`config.mk`:
```
export PLATFORM = sky130hd
export DESIGN_NAME = spi_reg_slave
export DESIGN_NICKNAME = d
export VERILOG_FILES = /design/src/rtl/spi_reg_slave.sv
export SDC_FILE = /design/constraint.sdc
export NUM_CORES = 1
export LEC_CHECK = 0
export BUFFER_PORTS_ARGS = -buffer_cell sky130_fd_sc_hd__buf_4
export CORE_MARGIN = 4
export CORE_UTILIZATION = 40
export CTS_CLUSTER_SIZE = 28
export DETAILED_ROUTE_END_ITERATION = 8
export PLACE_DENSITY = 0.68
export SKIP_LAST_GASP = 1
export SYNTH_ARGS = -nofsm -noshare
export SYNTH_HDL_FRONTEND = slang
export SYNTH_SLANG_ARGS = --single-unit
```
`constraint.sdc`:
```
create_clock -name clk -period 2.05 [get_ports clk]
set_input_delay 0.41 -clock clk [delete_from_list [all_inputs] [get_ports clk]]
set_output_delay 0.41 -clock clk [all_outputs]
set_load 0.02 [all_outputs]
```
`src/rtl/spi_reg_slave.sv`:
```
module spi_reg_slave #(
  parameter int AW = 16
) (
  input  logic          clk,
  input  logic          rst_n,
  input  logic          sclk,
  input  logic          cs_n,
  input  logic          mosi,
  output logic          miso,
  output logic          miso_oe,
  output logic [AW-1:0] reg_addr,
  output logic          reg_wr,
  output logic [7:0]    reg_wdata,
  output logic          reg_rd,
  input  logic [7:0]    reg_rdata
);
  localparam logic [4:0] ADDR_LO = 5'd5;
  localparam logic [4:0] IDX_LO  = 5'd31 - (ADDR_LO + 5'(AW) - 5'd1);
  localparam logic [4:0] IDX_HI  = 5'd31 - ADDR_LO;
  localparam logic [2:0] OP_WR   = 3'b010;
  localparam logic [2:0] OP_RD   = 3'b011;

  typedef enum logic [1:0] {PH_CMD, PH_WR, PH_RD, PH_SKIP} phase_t;

  logic [2:0] sclk_q;
  logic [1:0] cs_q, mosi_q;
  logic [4:0] cnt;
  logic [2:0] op;
  logic [6:0] wsh;
  logic [7:0] tx;
  phase_t     phase;

  wire cs_act    = ~cs_q[1];
  wire mosi_s    = mosi_q[1];
  wire sclk_rise = sclk_q[1] & ~sclk_q[2];
  wire sclk_fall = ~sclk_q[1] & sclk_q[2];

  assign miso_oe = cs_act && (phase == PH_RD);
  assign miso    = miso_oe & tx[7];

  always_ff @(posedge clk or negedge rst_n) begin
    if (!rst_n) begin
      sclk_q <= '0;
      cs_q   <= 2'b11;
      mosi_q <= '0;
    end else begin
      sclk_q <= {sclk_q[1:0], sclk};
      cs_q   <= {cs_q[0], cs_n};
      mosi_q <= {mosi_q[0], mosi};
    end
  end

  always_ff @(posedge clk or negedge rst_n) begin
    if (!rst_n) begin
      phase     <= PH_CMD;
      cnt       <= '0;
      op        <= '0;
      wsh       <= '0;
      tx        <= '0;
      reg_addr  <= '0;
      reg_wr    <= 1'b0;
      reg_rd    <= 1'b0;
      reg_wdata <= '0;
    end else begin
      reg_wr <= 1'b0;
      reg_rd <= 1'b0;
      if (reg_wr || reg_rd) reg_addr <= reg_addr + 1'b1;
      if (reg_rd) tx <= reg_rdata;
      if (!cs_act) begin
        phase <= PH_CMD;
        cnt   <= '0;
        op    <= '0;
        wsh   <= '0;
      end else if (sclk_rise) begin
        cnt <= cnt + 1'b1;
        case (phase)
          PH_CMD: begin
            if (cnt < 5'd3) op <= {op[1:0], mosi_s};
            if (cnt >= IDX_LO && cnt <= IDX_HI) reg_addr <= {reg_addr[AW-2:0], mosi_s};
            if (cnt == 5'd31) begin
              if (op == OP_RD) begin
                phase  <= PH_RD;
                reg_rd <= 1'b1;
              end else if (op == OP_WR) begin
                phase <= PH_WR;
              end else begin
                phase <= PH_SKIP;
              end
            end
          end
          PH_WR: begin
            wsh <= {wsh[5:0], mosi_s};
            if (cnt[2:0] == 3'd7) begin
              reg_wr    <= 1'b1;
              reg_wdata <= {wsh, mosi_s};
            end
          end
          PH_RD: if (cnt[2:0] == 3'd7) reg_rd <= 1'b1;
          default: ;
        endcase
      end else if (sclk_fall && phase == PH_RD && cnt[2:0] != 3'd0) begin
        tx <= {tx[6:0], 1'b0};
      end
    end
  end
endmodule

```
## After elaboration in Yosys (flattened, before gate mapping)

Cells that the tools add are included.
Widths: inputs -> output; s select.

- Muxes and demuxes: 33
- Reductions and logical operators: 16
- Eq/ne operators: 6
- Bitwise gates (word level): 6
- Add/sub/neg operators: 2
- $lt $le $gt $ge: 3

Operators by type and width:

| operator | number |
|---|---|
| $mux 16 | 5 |
| $mux 8 | 4 |
| $mux 7 | 3 |
| $add 16x1->16 const B | 1 |
| $mux 2 | 6 |
| $mux 3 | 4 |
| $mux 5 | 2 |
| $reduce_bool 2->1 | 5 |
| $mux 1 | 8 |
| $eq 3x2->1 const B | 2 |
| $reduce_and 3->1 | 2 |
| $add 5x1->5 const B | 1 |
| $eq 5x5->1 const B | 1 |
| $ge 5x4->1 const B | 1 |
| $le 5x5->1 const B | 1 |
| $lt 5x2->1 const B | 1 |
| $logic_and 1x1->1 | 4 |
| $reduce_and 4->1 | 1 |
| $and 1x1->1 | 3 |
| $eq 3x3->1 const B | 1 |
| $not 1->1 | 3 |
| $reduce_bool 3->1 | 1 |
| $eq 2x1->1 const B | 1 |
| $eq 2x2->1 const B | 1 |
| 4 further kinds | 4 |

- Input bits: 13
- Register bits: 58
- Output and inout bits: 28
- Word-level logic and storage cells: 78

## Depth between registers and ports, before layout

Gate-level depths: netlist (run 1).

- Depth after elaboration: 7
- Depth in mapped cells: 8
- Gate-level depth less buffers: 7

## Worst setup path before layout (run 1)

OpenSTA, ideal clock, no wires.

- Path kind: reg-to-reg
- Start point: register cnt[1]
- End point: register reg_addr[8]
- Buffers on the path: 1
- Setup slack: 329 ps
- Arrival: 1,584 ps
- Cell stages (with the launch flop): 8
- Cells stage by stage: dfrtp_1 ha_1 a211oi_1 o221ai_1 nand3_1 buf_2 mux2i_1 o211ai_1

- Longest elaborated chain between the ends: 6

RTL lines:

| element | line | RTL |
|---|---|---|
| start: declaration | 27 | `logic [4:0] cnt;` |
| start signal: assignment | 75 | `cnt <= cnt + 1'b1;` |
| $ge 5x4->1 or $le 5x5->1 (tied branches) | 79 | `if (cnt >= IDX_LO && cnt <= IDX_HI) reg_addr <= {reg_addr[AW-2:0], mosi_s};` |
| $logic_and 1x1->1 * | 79 |  |
| $mux 16 * | 79 |  |
| $mux 16 * | 76 | `case (phase)` |
| $mux 16 * | 74 | `end else if (sclk_rise) begin` |
| $mux 16 * | 69 | `if (!cs_act) begin` |
| end signal: assignment | 67 | `if (reg_wr \|\| reg_rd) reg_addr <= reg_addr + 1'b1;` |
| end signal: assignment | 79 |  |
| end: declaration | 11 | `output logic [AW-1:0] reg_addr,` |

Mark *: on every way between the ends. The rest lies on a longest branch, timed or not.
A chain may end at the register's enable or synchronous reset.

## Worst setup path in the final report (run 1)

- Start point: register cnt[1]
- End point: register reg_addr[6]

Same word-level chain as after synthesis.

==> results of run 1 <==
-- placed cells by master, fill, tap and decap left out, types with 2 or more instances in the layout --
cell type and count:
sky130_fd_sc_hd__dfrtp_1 56, sky130_fd_sc_hd__buf_4 42, sky130_fd_sc_hd__nor2_1 30, sky130_fd_sc_hd__a21oi_1 25
sky130_fd_sc_hd__mux2i_1 18, sky130_fd_sc_hd__clkbuf_8 11, sky130_fd_sc_hd__nand3_1 10, sky130_fd_sc_hd__nand2_1 10
sky130_fd_sc_hd__mux2_4 8, sky130_fd_sc_hd__inv_1 7, sky130_fd_sc_hd__a22o_1 7, sky130_fd_sc_hd__ha_1 6
sky130_fd_sc_hd__nand2b_1 5, sky130_fd_sc_hd__nand4_1 4, sky130_fd_sc_hd__o211ai_1 4, sky130_fd_sc_hd__xor2_1 3
sky130_fd_sc_hd__xnor2_1 3, sky130_fd_sc_hd__and2_1 2, sky130_fd_sc_hd__and3_1 2, sky130_fd_sc_hd__nor2b_1 2
sky130_fd_sc_hd__o22ai_1 2, sky130_fd_sc_hd__nand3b_1 2, sky130_fd_sc_hd__o21ai_0 2, sky130_fd_sc_hd__nor3b_1 2
sky130_fd_sc_hd__clkinv_2 2, sky130_fd_sc_hd__dfstp_2 2
-- path summary, 6_finish.rpt --
path	start	endpoint	slack (ns)	cells past startpoint
setup / recovery	cnt[1]$_DFFE_PN0P_	reg_addr[6]$_DFF_PN0_	0.15	7
hold / removal	rst_n	reg_addr[10]$_DFF_PN0_	0.13	1
setup reg to reg	cnt[1]$_DFFE_PN0P_	reg_addr[6]$_DFF_PN0_	0.15	7
hold reg to reg	sclk_q[0]$_DFF_PN0_	sclk_q[1]$_DFF_PN0_	0.35	0
max in group asynchronous	rst_n	reg_wr$_DFF_PN0_	1.45	1
min in group clk	cs_n	cs_q[0]$_DFF_PN1_	0.19	1
-- cell families after synthesis --
family                     count (synthesis)
DFF                                       58
muxes                                     26
adders and majority gates                  6
buffers and inverters                     15
xor gates and xnor gates                   6
and+or+nand+nor                           80
AOI/OAI and AO/OA                         49
-- power groups by stage --
| stage | logic (mW) | clock network [mW] | registers [mW] |
|---|---|---|---|
| 6_report | 0.0762 | 1.02 | 1.17 |
| 5_1_grt | 0.0860 | 1.11 | 1.17 |
| 4_1_cts | 0.0793 | 1.06 | 1.17 |
| 3_5_place_dp | 0.0790 | 0 | 1.19 |
| 3_3_place_gp | 0.0771 | 0 | 1.19 |
| 2_1_floorplan | 0.0289 | 0 | 1.19 |
-- through the flow --
| step | cells | power, mW | util | setup WS [ns] |
|---|---|---|---|---|
| after CTS | 366 | 2.31 | 0.510 | 0.154 |
| after global routing | 366 | 2.37 | 0.510 | 0.00816 |
| after detailed placement | 352 | 1.27 | 0.480 | 0.165 |
| after floorplan | 240 | 1.22 | - | 0.329 |
| final | 366 | 2.27 | 0.510 | 0.148 |
| after global placement | 352 | 1.26 | 0.480 | 0.223 |
-- area by class of cell --
cell class / count / area, um2 / share of cell area
Clock buffer: 11 / 151 / 0.0460
Tap cell: 77 / 96.3 / 0.0293
Sequential cell: 58 / 1450 / 0.442
Timing Repair Buffer: 43 / 335 / 0.102
Clock inverter: 3 / 40.0 / 0.0122
Multi-Input combinational cell: 167 / 1190 / 0.361
Inverter: 7 / 26.3 / 0.00798
-- worst max-delay path, delay by kind of cell (launching register included) --
family	cells	cell delay, ns
adder cells (fa/ha/maj)	1	0.24
AND/OR/NAND/NOR	1	0.15
buffers and inverters	1	0.19
flip-flops	1	0.45
AO/OA/AOI/OAI	4	0.76
-- Yosys cell counts (2+ instances only) --
master	count	area (um2)
sky130_fd_sc_hd__and2_1	2	12.5
sky130_fd_sc_hd__dfstp_2	2	52.6
sky130_fd_sc_hd__xor2_1	3	26.3
sky130_fd_sc_hd__o21ai_0	2	10.0
sky130_fd_sc_hd__nand3b_1	2	15.0
sky130_fd_sc_hd__xnor2_1	3	26.3
sky130_fd_sc_hd__dfrtp_1	56	1400
sky130_fd_sc_hd__and3_1	2	12.5
sky130_fd_sc_hd__ha_1	6	75.1
sky130_fd_sc_hd__nand3_1	10	50.1
sky130_fd_sc_hd__nand2b_1	5	31.3
sky130_fd_sc_hd__mux2_4	8	120
sky130_fd_sc_hd__o211ai_1	4	30.0
sky130_fd_sc_hd__nor3b_1	2	15.0
sky130_fd_sc_hd__nand2_1	10	37.5
sky130_fd_sc_hd__o22ai_1	2	12.5
sky130_fd_sc_hd__buf_4	2	15.0
sky130_fd_sc_hd__clkbuf_1	3	11.3
sky130_fd_sc_hd__a22o_1	7	61.3
sky130_fd_sc_hd__nand4_1	4	25.0
sky130_fd_sc_hd__mux2i_1	18	180
sky130_fd_sc_hd__buf_2	3	15.0
sky130_fd_sc_hd__a21oi_1	25	125
sky130_fd_sc_hd__inv_1	7	26.3
sky130_fd_sc_hd__nor2b_1	2	12.5
sky130_fd_sc_hd__nor2_1	30	113
-- state kept, by name, summed over array words and instances, names as in the netlist --
signal     cells
cnt            5
cs_q           2
mosi_q         2
op             3
phase          2
reg_addr      16
reg_rd         1
reg_wdata      8
reg_wr         1
sclk_q         3
tx             8
wsh            7
-- layer usage --
metal | track usage | up-vias
li1 | - | 955
met1 | 0.171 | 914
met2 | 0.213 | 49
met3 | 0.0692 | 8
met4 | 0.0421 | 0
met5 | 0 | -
==> PnR_summary.wiki, run 1 <==
{| class="wikitable"
! Metric !! Value
|-
| Result of the run || completed
|-
| Hold buffer count at CTS || 0
|-
| Syn Std Cell Area || 0.00271 mm2
|-
| Minimum clock period after layout || roughly 1.9 ns
|-
| Final Hold Vio Count || 0
|-
| Final cycle utilization of the critical path || 0.928
|-
| Clock power frac || 0.452
|-
| Iteration-0 DRC count of the detailed router || between 60 and 70
|-
| Count of flip-flops with a built-in enable after synthesis || 0
|-
| Routability congestion estimate || just under 0.8
|-
| Post-DP HPWL || roughly 3.6 mm
|-
| Total number of H-tree levels || 3
|-
| Number of synthesis warnings || 0
|-
| Worst-case hold slack || about 0.13 ns
|-
| Area of the die || approximately 0.008 mm2
|-
| Max IR drop VDD || around 0.61 mV
|-
| Layout cells sized above 1 || 0.260
|-
| Post-cts repair resize count || 0
|-
| Clock Latency Late Sink || about 0.33 ns
|-
| Routed via count || 1926
|-
| Arrival @ worst endpoint || about 2.1 ns
|-
| Total of buffers placed on input and output ports || 40
|-
| Classification of the worst setup path || flop to flop
|-
| Via count of the first global-routing pass || around 1.9k
|-
| Starting Density || 0.420
|-
| Final Max Slew Viols || 0
|-
| Standard cell area after detailed placement || approximately 0.0031 mm2
|-
| Cell count after synthesis || 240
|-
| Crit. End Element || flop
|-
| Power share of the combinational group || 0.034
|-
| Most common flop cell mapped by yosys || sky130_fd_sc_hd__dfrtp_1
|-
| Total Neg Setup Slack || 0 ns
|-
| Routed wl met2 || between 2 and 2.5 mm
|-
| Routed Wire Length || between 5 and 6 mm
|-
| First drt pass iteration count || 4
|-
| Post-CTS setup buffers || 0
|-
| Post-synthesis share of cell area spent on full adders, half adders and majority gates || 0.0277
|-
| Internal Dissipation || ~1.8 mW
|-
| Worst slew pin tran || around 0.71 ns
|-
| Static power due to leakage || between 1.5 and 2 nW
|-
| RSZ-0062 raised after global routing || no
|-
| Async set-or-reset flop fraction in the synthesized netlist || 1.00
|-
| Y dimension of the die || between 90 and 100 um
|-
| Nets in the synthesized netlist || between 200 and 300
|-
| Largest net degree at the start of global routing || 59
|-
| Simple-Gate Fraction of Synth Area || 0.162
|-
| Sum of overflow across all layers after global routing || 0
|-
| Top routing layer used || met4
|-
| Upper clock frequency limit || 526 MHz
|-
| Signed area change from the synthesized netlist to the final layout || 21.5%
|-
| Wl on met1 || approximately 2.4 mm
|-
| Multiplexer share of the synthesized area || 0.111
|-
| Global-route wire length before repair || between 9 and 10 mm
|-
| Maximum clock insertion buffer count || 2
|-
| Average cell area after synthesis || approximately 11 um2
|-
| Sink Count || 58
|-
| Portion of the post-synthesis area used by sequential elements || 0.536
|-
| Worst min path class || input port to asynchronous set/reset pin
|-
| Detailed-route DRC error count || 0
|-
| Count of different cell masters after synthesis || 46
|-
| Post-route antenna net violation count || 0
|-
| Cell with the biggest individual delay on the critical path || sky130_fd_sc_hd__dfrtp_1
|-
| Number of CTS-inserted buffers || 9
|-
| CTS clock-pin slew for the worst setup and hold paths || ~0.070 ns
|-
| Top-level port count || slightly above 40
|-
| Total net switching power || ~470 uW
|-
| Worst-path cell chain || ha_1 -> a211oi_1 -> o221ai_1 -> nand3_1 -> buf_12 -> a21boi_0 -> o221a_2
|-
| Cell area after layout || roughly 0.0033 mm2
|-
| Max Cap Violations || 0
|-
| Fin nets || about 300
|-
| Via density || about 5.3
|-
| Relative slew slack || 0.525
|-
| Final setup violation count || 0
|-
| Routed length per instance || ~14 um
|-
| Main combinational cell family by area after synthesis || simple AND/OR/NAND/NOR gates
|-
| Final Skew || ~0.011 ns
|-
| Net switching fraction of the power || 0.208
|-
| Cell at the root of the clock tree || sky130_fd_sc_hd__clkbuf_8
|-
| Required @ worst endpoint || ~2.3 ns
|-
| Number of fillers in the final layout || 584
|-
| # rows || 29
|-
| Area share of xor/xnor cells in the synthesized design || 0.0194
|-
| Sequential cell fraction of total power || 0.515
|-
| Largest fanout on the critical path || 31
|-
| Element type at the critical path start || flop
|-
| Area fraction in compound gates after synthesis || 0.119
|-
| Met3 wire length || between 300 and 400 um
|-
| Diode count || 0
|-
| Overall track demand over capacity in global routing || 0.138
|-
| DIE WIDTH || about 90 um
|-
| Core box area || about 0.0065 mm2
|-
| Max stage delay on crit path || roughly 0.45 ns
|-
| Power density cells || just under 700 mW/mm2
|-
| TritonCTS clock tree || done
|-
| Count of state elements after synthesis || 58
|-
| Initial antenna violation count || 0
|}
No activity file was read; power rests on OpenSTA's default activity.
==> run 2: changes to the inputs <==
--- a/config.mk
+++ b/config.mk
@@ -6,11 +6,13 @@
 export NUM_CORES = 1
 export LEC_CHECK = 0
 export BUFFER_PORTS_ARGS = -buffer_cell sky130_fd_sc_hd__buf_4
+export CELL_PAD_IN_SITES_DETAIL_PLACEMENT = 0
+export CELL_PAD_IN_SITES_GLOBAL_PLACEMENT = 1
 export CORE_MARGIN = 4
 export CORE_UTILIZATION = 40
 export CTS_CLUSTER_SIZE = 28
 export DETAILED_ROUTE_END_ITERATION = 8
-export PLACE_DENSITY = 0.68
+export PLACE_DENSITY = 0.81
 export SKIP_LAST_GASP = 1
 export SYNTH_ARGS = -nofsm -noshare
 export SYNTH_HDL_FRONTEND = slang
==> PnR_summary.wiki, run 2 (synthesized netlist as in run 1, its figures left out) <==
{| class="wikitable"
! Metric !! Value
|-
| Number of CTS-inserted buffers || 9 (unchanged)
|-
| Critical path capture point || reg_addr[6]$_DFF_PN0_ (unchanged)
|-
| Depth of the worst register-to-register path || 7 (unchanged)
|-
| Commonest non-fill, non-tap cell in the layout || sky130_fd_sc_hd__dfrtp_1 (unchanged)
|-
| CTS clock-pin slew for the worst setup and hold paths || 0.07 ns (about the same)
|-
| DP Worst Slack || 0.175 ns (was 0.165 ns)
|-
| Number of fillers in the final layout || 612 (was 584)
|-
| Total of buffers placed on input and output ports || 40 (unchanged)
|-
| Iteration-0 DRC count of the detailed router || 79 (was 63)
|-
| Final Max Slew Viols || 0 (unchanged)
|-
| Clock Latency Late Sink || 0.34 ns (was 0.33 ns)
|-
| Maximum clock insertion buffer count || 2 (unchanged)
|-
| Max IR drop VDD || 0.448 mV (was 0.613 mV)
|-
| Crit. End Element || flop (unchanged)
|-
| Detailed-route DRC error count || 0 (unchanged)
|-
| Max Cap Violations || 0 (unchanged)
|-
| Worst slew pin tran || 0.719 ns (was 0.713 ns)
|-
| Final setup violation count || 0 (unchanged)
|-
| Layout cells sized above 1 || 0.267 (was 0.260)
|-
| Area occupied by multi-input gates || 0.00119 mm2 (unchanged)
|-
| Post-CTS setup buffers || 0 (unchanged)
|-
| Largest fanout on the critical path || 23 (was 31)
|-
| Routed via count || 1959 (was 1926)
|-
| Initial antenna violation count || 0 (unchanged)
|-
| Largest net degree at the start of global routing || 59 (unchanged)
|-
| Total number of H-tree levels || 3 (unchanged)
|-
| First drt pass iteration count || 4 (unchanged)
|-
| Post-cts repair resize count || 0 (unchanged)
|-
| Result of the run || completed (unchanged)
|-
| Fin nets || 306 (was 305)
|-
| Largest registers || reg_addr x16, reg_wdata x8, tx x8 (unchanged)
|-
| Final design utilization || 0.513 (was 0.510)
|-
| Reg-to-Reg Start || cnt[1]$_DFFE_PN0P_ (unchanged)
|-
| Critical path launch point || cnt[1]$_DFFE_PN0P_ (unchanged)
|-
| Signed area change from the synthesized netlist to the final layout || 22.2% (was 21.5%)
|-
| Classification of the worst setup path || flop to flop (unchanged)
|-
| Total Neg Setup Slack || 0 ns (unchanged)
|-
| Via density || 5.31 (was 5.26)
|-
| Sum of overflow across all layers after global routing || 0 (unchanged)
|-
| Via count of the first global-routing pass || 1961 (was 1925)
|-
| Routed Wire Length || 5.31 mm (was 5.20 mm)
|-
| Final Skew || 0.0103 ns (was 0.0112 ns)
|-
| Diode count || 0 (unchanged)
|-
| Most flop-heavy register || reg_addr (unchanged)
|-
| # rows || 29 (unchanged)
|-
| RSZ-0062 raised after global routing || no (unchanged)
|-
| Routed length per instance || 14.4 um (was 14.2 um)
|-
| R2r endpoint || reg_addr[6]$_DFF_PN0_ (unchanged)
|-
| TritonCTS clock tree || done (unchanged)
|-
| Required @ worst endpoint || 2.27 ns (was 2.28 ns)
|-
| Flip-flop count of the largest register, all copies and words added || 16 (unchanged)
|-
| Arrival @ worst endpoint || 2.10 ns (was 2.13 ns)
|-
| Worst-case hold slack || 0.116 ns (was 0.130 ns)
|-
| Final Hold Vio Count || 0 (unchanged)
|-
| Setup slack of the critical path after layout || 0.174 ns (was 0.148 ns)
|-
| Static power due to leakage || 1.60 nW (about the same)
|-
| Power density cells || 694 mW/mm2 (was 689 mW/mm2)
|-
| Cell at the root of the clock tree || sky130_fd_sc_hd__clkbuf_8 (unchanged)
|-
| Area of the die || 0.00816 mm2 (unchanged)
|-
| Post-DP HPWL || 3.69 mm (was 3.61 mm)
|-
| Routability congestion estimate || 0.756 (was 0.792)
|-
| Top-level port count || 41 (unchanged)
|-
| Met1 routing resource usage after global routing || 0.189 (was 0.171)
|-
| Minimum clock period after layout || 1.88 ns (was 1.90 ns)
|-
| Post-route antenna net violation count || 0 (unchanged)
|-
| FF-to-FF setup slack || 0.17 ns (was 0.15 ns)
|-
| Hold buffer count at CTS || 0 (unchanged)
|-
| Area taken by flip-flops and latches || 0.00145 mm2 (unchanged)
|-
| Y dimension of the die || 90.3 um (unchanged)
|-
| Final cycle utilization of the critical path || 0.915 (was 0.928)
|-
| Relative slew slack || 0.521 (was 0.525)
|-
| Upper clock frequency limit || 533 MHz (was 526 MHz)
|-
| Global-route wire length before repair || 9.35 mm (was 9.00 mm)
|-
| Starting Density || 0.420 (unchanged)
|-
| Sink Count || 58 (unchanged)
|-
| GRT met3 Usage || 0.0608 (was 0.0692)
|-
| Worst min path class || input port to asynchronous set/reset pin (unchanged)
|-
| Most heavily used metal layer in global routing || met2 (unchanged)
|-
| Commonest non-fill, non-tap cells in the layout || 56 x sky130_fd_sc_hd__dfrtp_1, 43 x sky130_fd_sc_hd__buf_4, 30 x sky130_fd_sc_hd__nor2_1, 25 x sky130_fd_sc_hd__a21oi_1, 18 x sky130_fd_sc_hd__mux2i_1 (was 56 x sky130_fd_sc_hd__dfrtp_1, 42 x sky130_fd_sc_hd__buf_4, 30 x sky130_fd_sc_hd__nor2_1, 25 x sky130_fd_sc_hd__a21oi_1, 18 x sky130_fd_sc_hd__mux2i_1)
|-
| Core box area || 0.00646 mm2 (unchanged)
|-
| DIE WIDTH || 90.3 um (unchanged)
|-
| Overall track demand over capacity in global routing || 0.142 (was 0.138)
|-
| Routing usage on met2 || 0.205 (was 0.213)
|-
| Element type at the critical path start || flop (unchanged)
|}
[run 2: how the worst min path moves through the flow]
stage                     slack (ns)                endpoint                 from
after global routing            0.15     sclk_q[0]$_DFF_PN0_                 sclk
final                           0.12  reg_addr[10]$_DFF_PN0_                rst_n
after global placement          0.33     sclk_q[1]$_DFF_PN0_  sclk_q[0]$_DFF_PN0_
after floorplan                 0.11      cnt[0]$_DFFE_PN0P_                rst_n
after CTS                       0.14  reg_addr[10]$_DFF_PN0_                rst_n
after detailed placement        0.34     mosi_q[1]$_DFF_PN0_  mosi_q[0]$_DFF_PN0_
[run 2: critical path: stages, from the launching register on]
cell	delay, ns
sky130_fd_sc_hd__dfrtp_1	0.45
sky130_fd_sc_hd__ha_1	0.25
sky130_fd_sc_hd__a211oi_1	0.22
sky130_fd_sc_hd__o221ai_1	0.15
sky130_fd_sc_hd__nand3_1	0.18
sky130_fd_sc_hd__buf_12	0.17
sky130_fd_sc_hd__a21boi_0	0.10
sky130_fd_sc_hd__o221a_2	0.25
[run 2: through the flow]
stage / cell area, um2 / total power, mW / std cells
2_1_floorplan: 2710 / 1.22 / 240
5_1_grt: 3310 / 2.40 / 369
3_5_place_dp: 3110 / 1.27 / 353
6_report: 3310 / 2.30 / 369
3_3_place_gp: 3110 / 1.27 / 353
4_1_cts: 3310 / 2.33 / 369
[run 2: cell type report]
| class | instances | area share |
|---|---|---|
| Timing Repair Buffer | 44 | 0.104 |
| Clock buffer | 10 | 0.0416 |
| Inverter | 7 | 0.00793 |
| Multi-Input combinational cell | 167 | 0.359 |
| Sequential cell | 58 | 0.439 |
| Clock inverter | 6 | 0.0200 |
| Tap cell | 77 | 0.0291 |
[run 2: where the power goes]
group	switching [mW]	leakage [nW]	internal [mW]	total, mW
registers	0.0103	0.754	1.16	1.17
clock network	0.463	0.0945	0.593	1.06
logic	0.0460	0.747	0.0294	0.0754
total	0.520	1.60	1.78	2.30
[run 2: metal layers]
metal	vias to the layer above	wire length, um
met2	47	2380
met4	0	95
met3	11	300
met1	951	2530
li1	950	-
met5	-	0
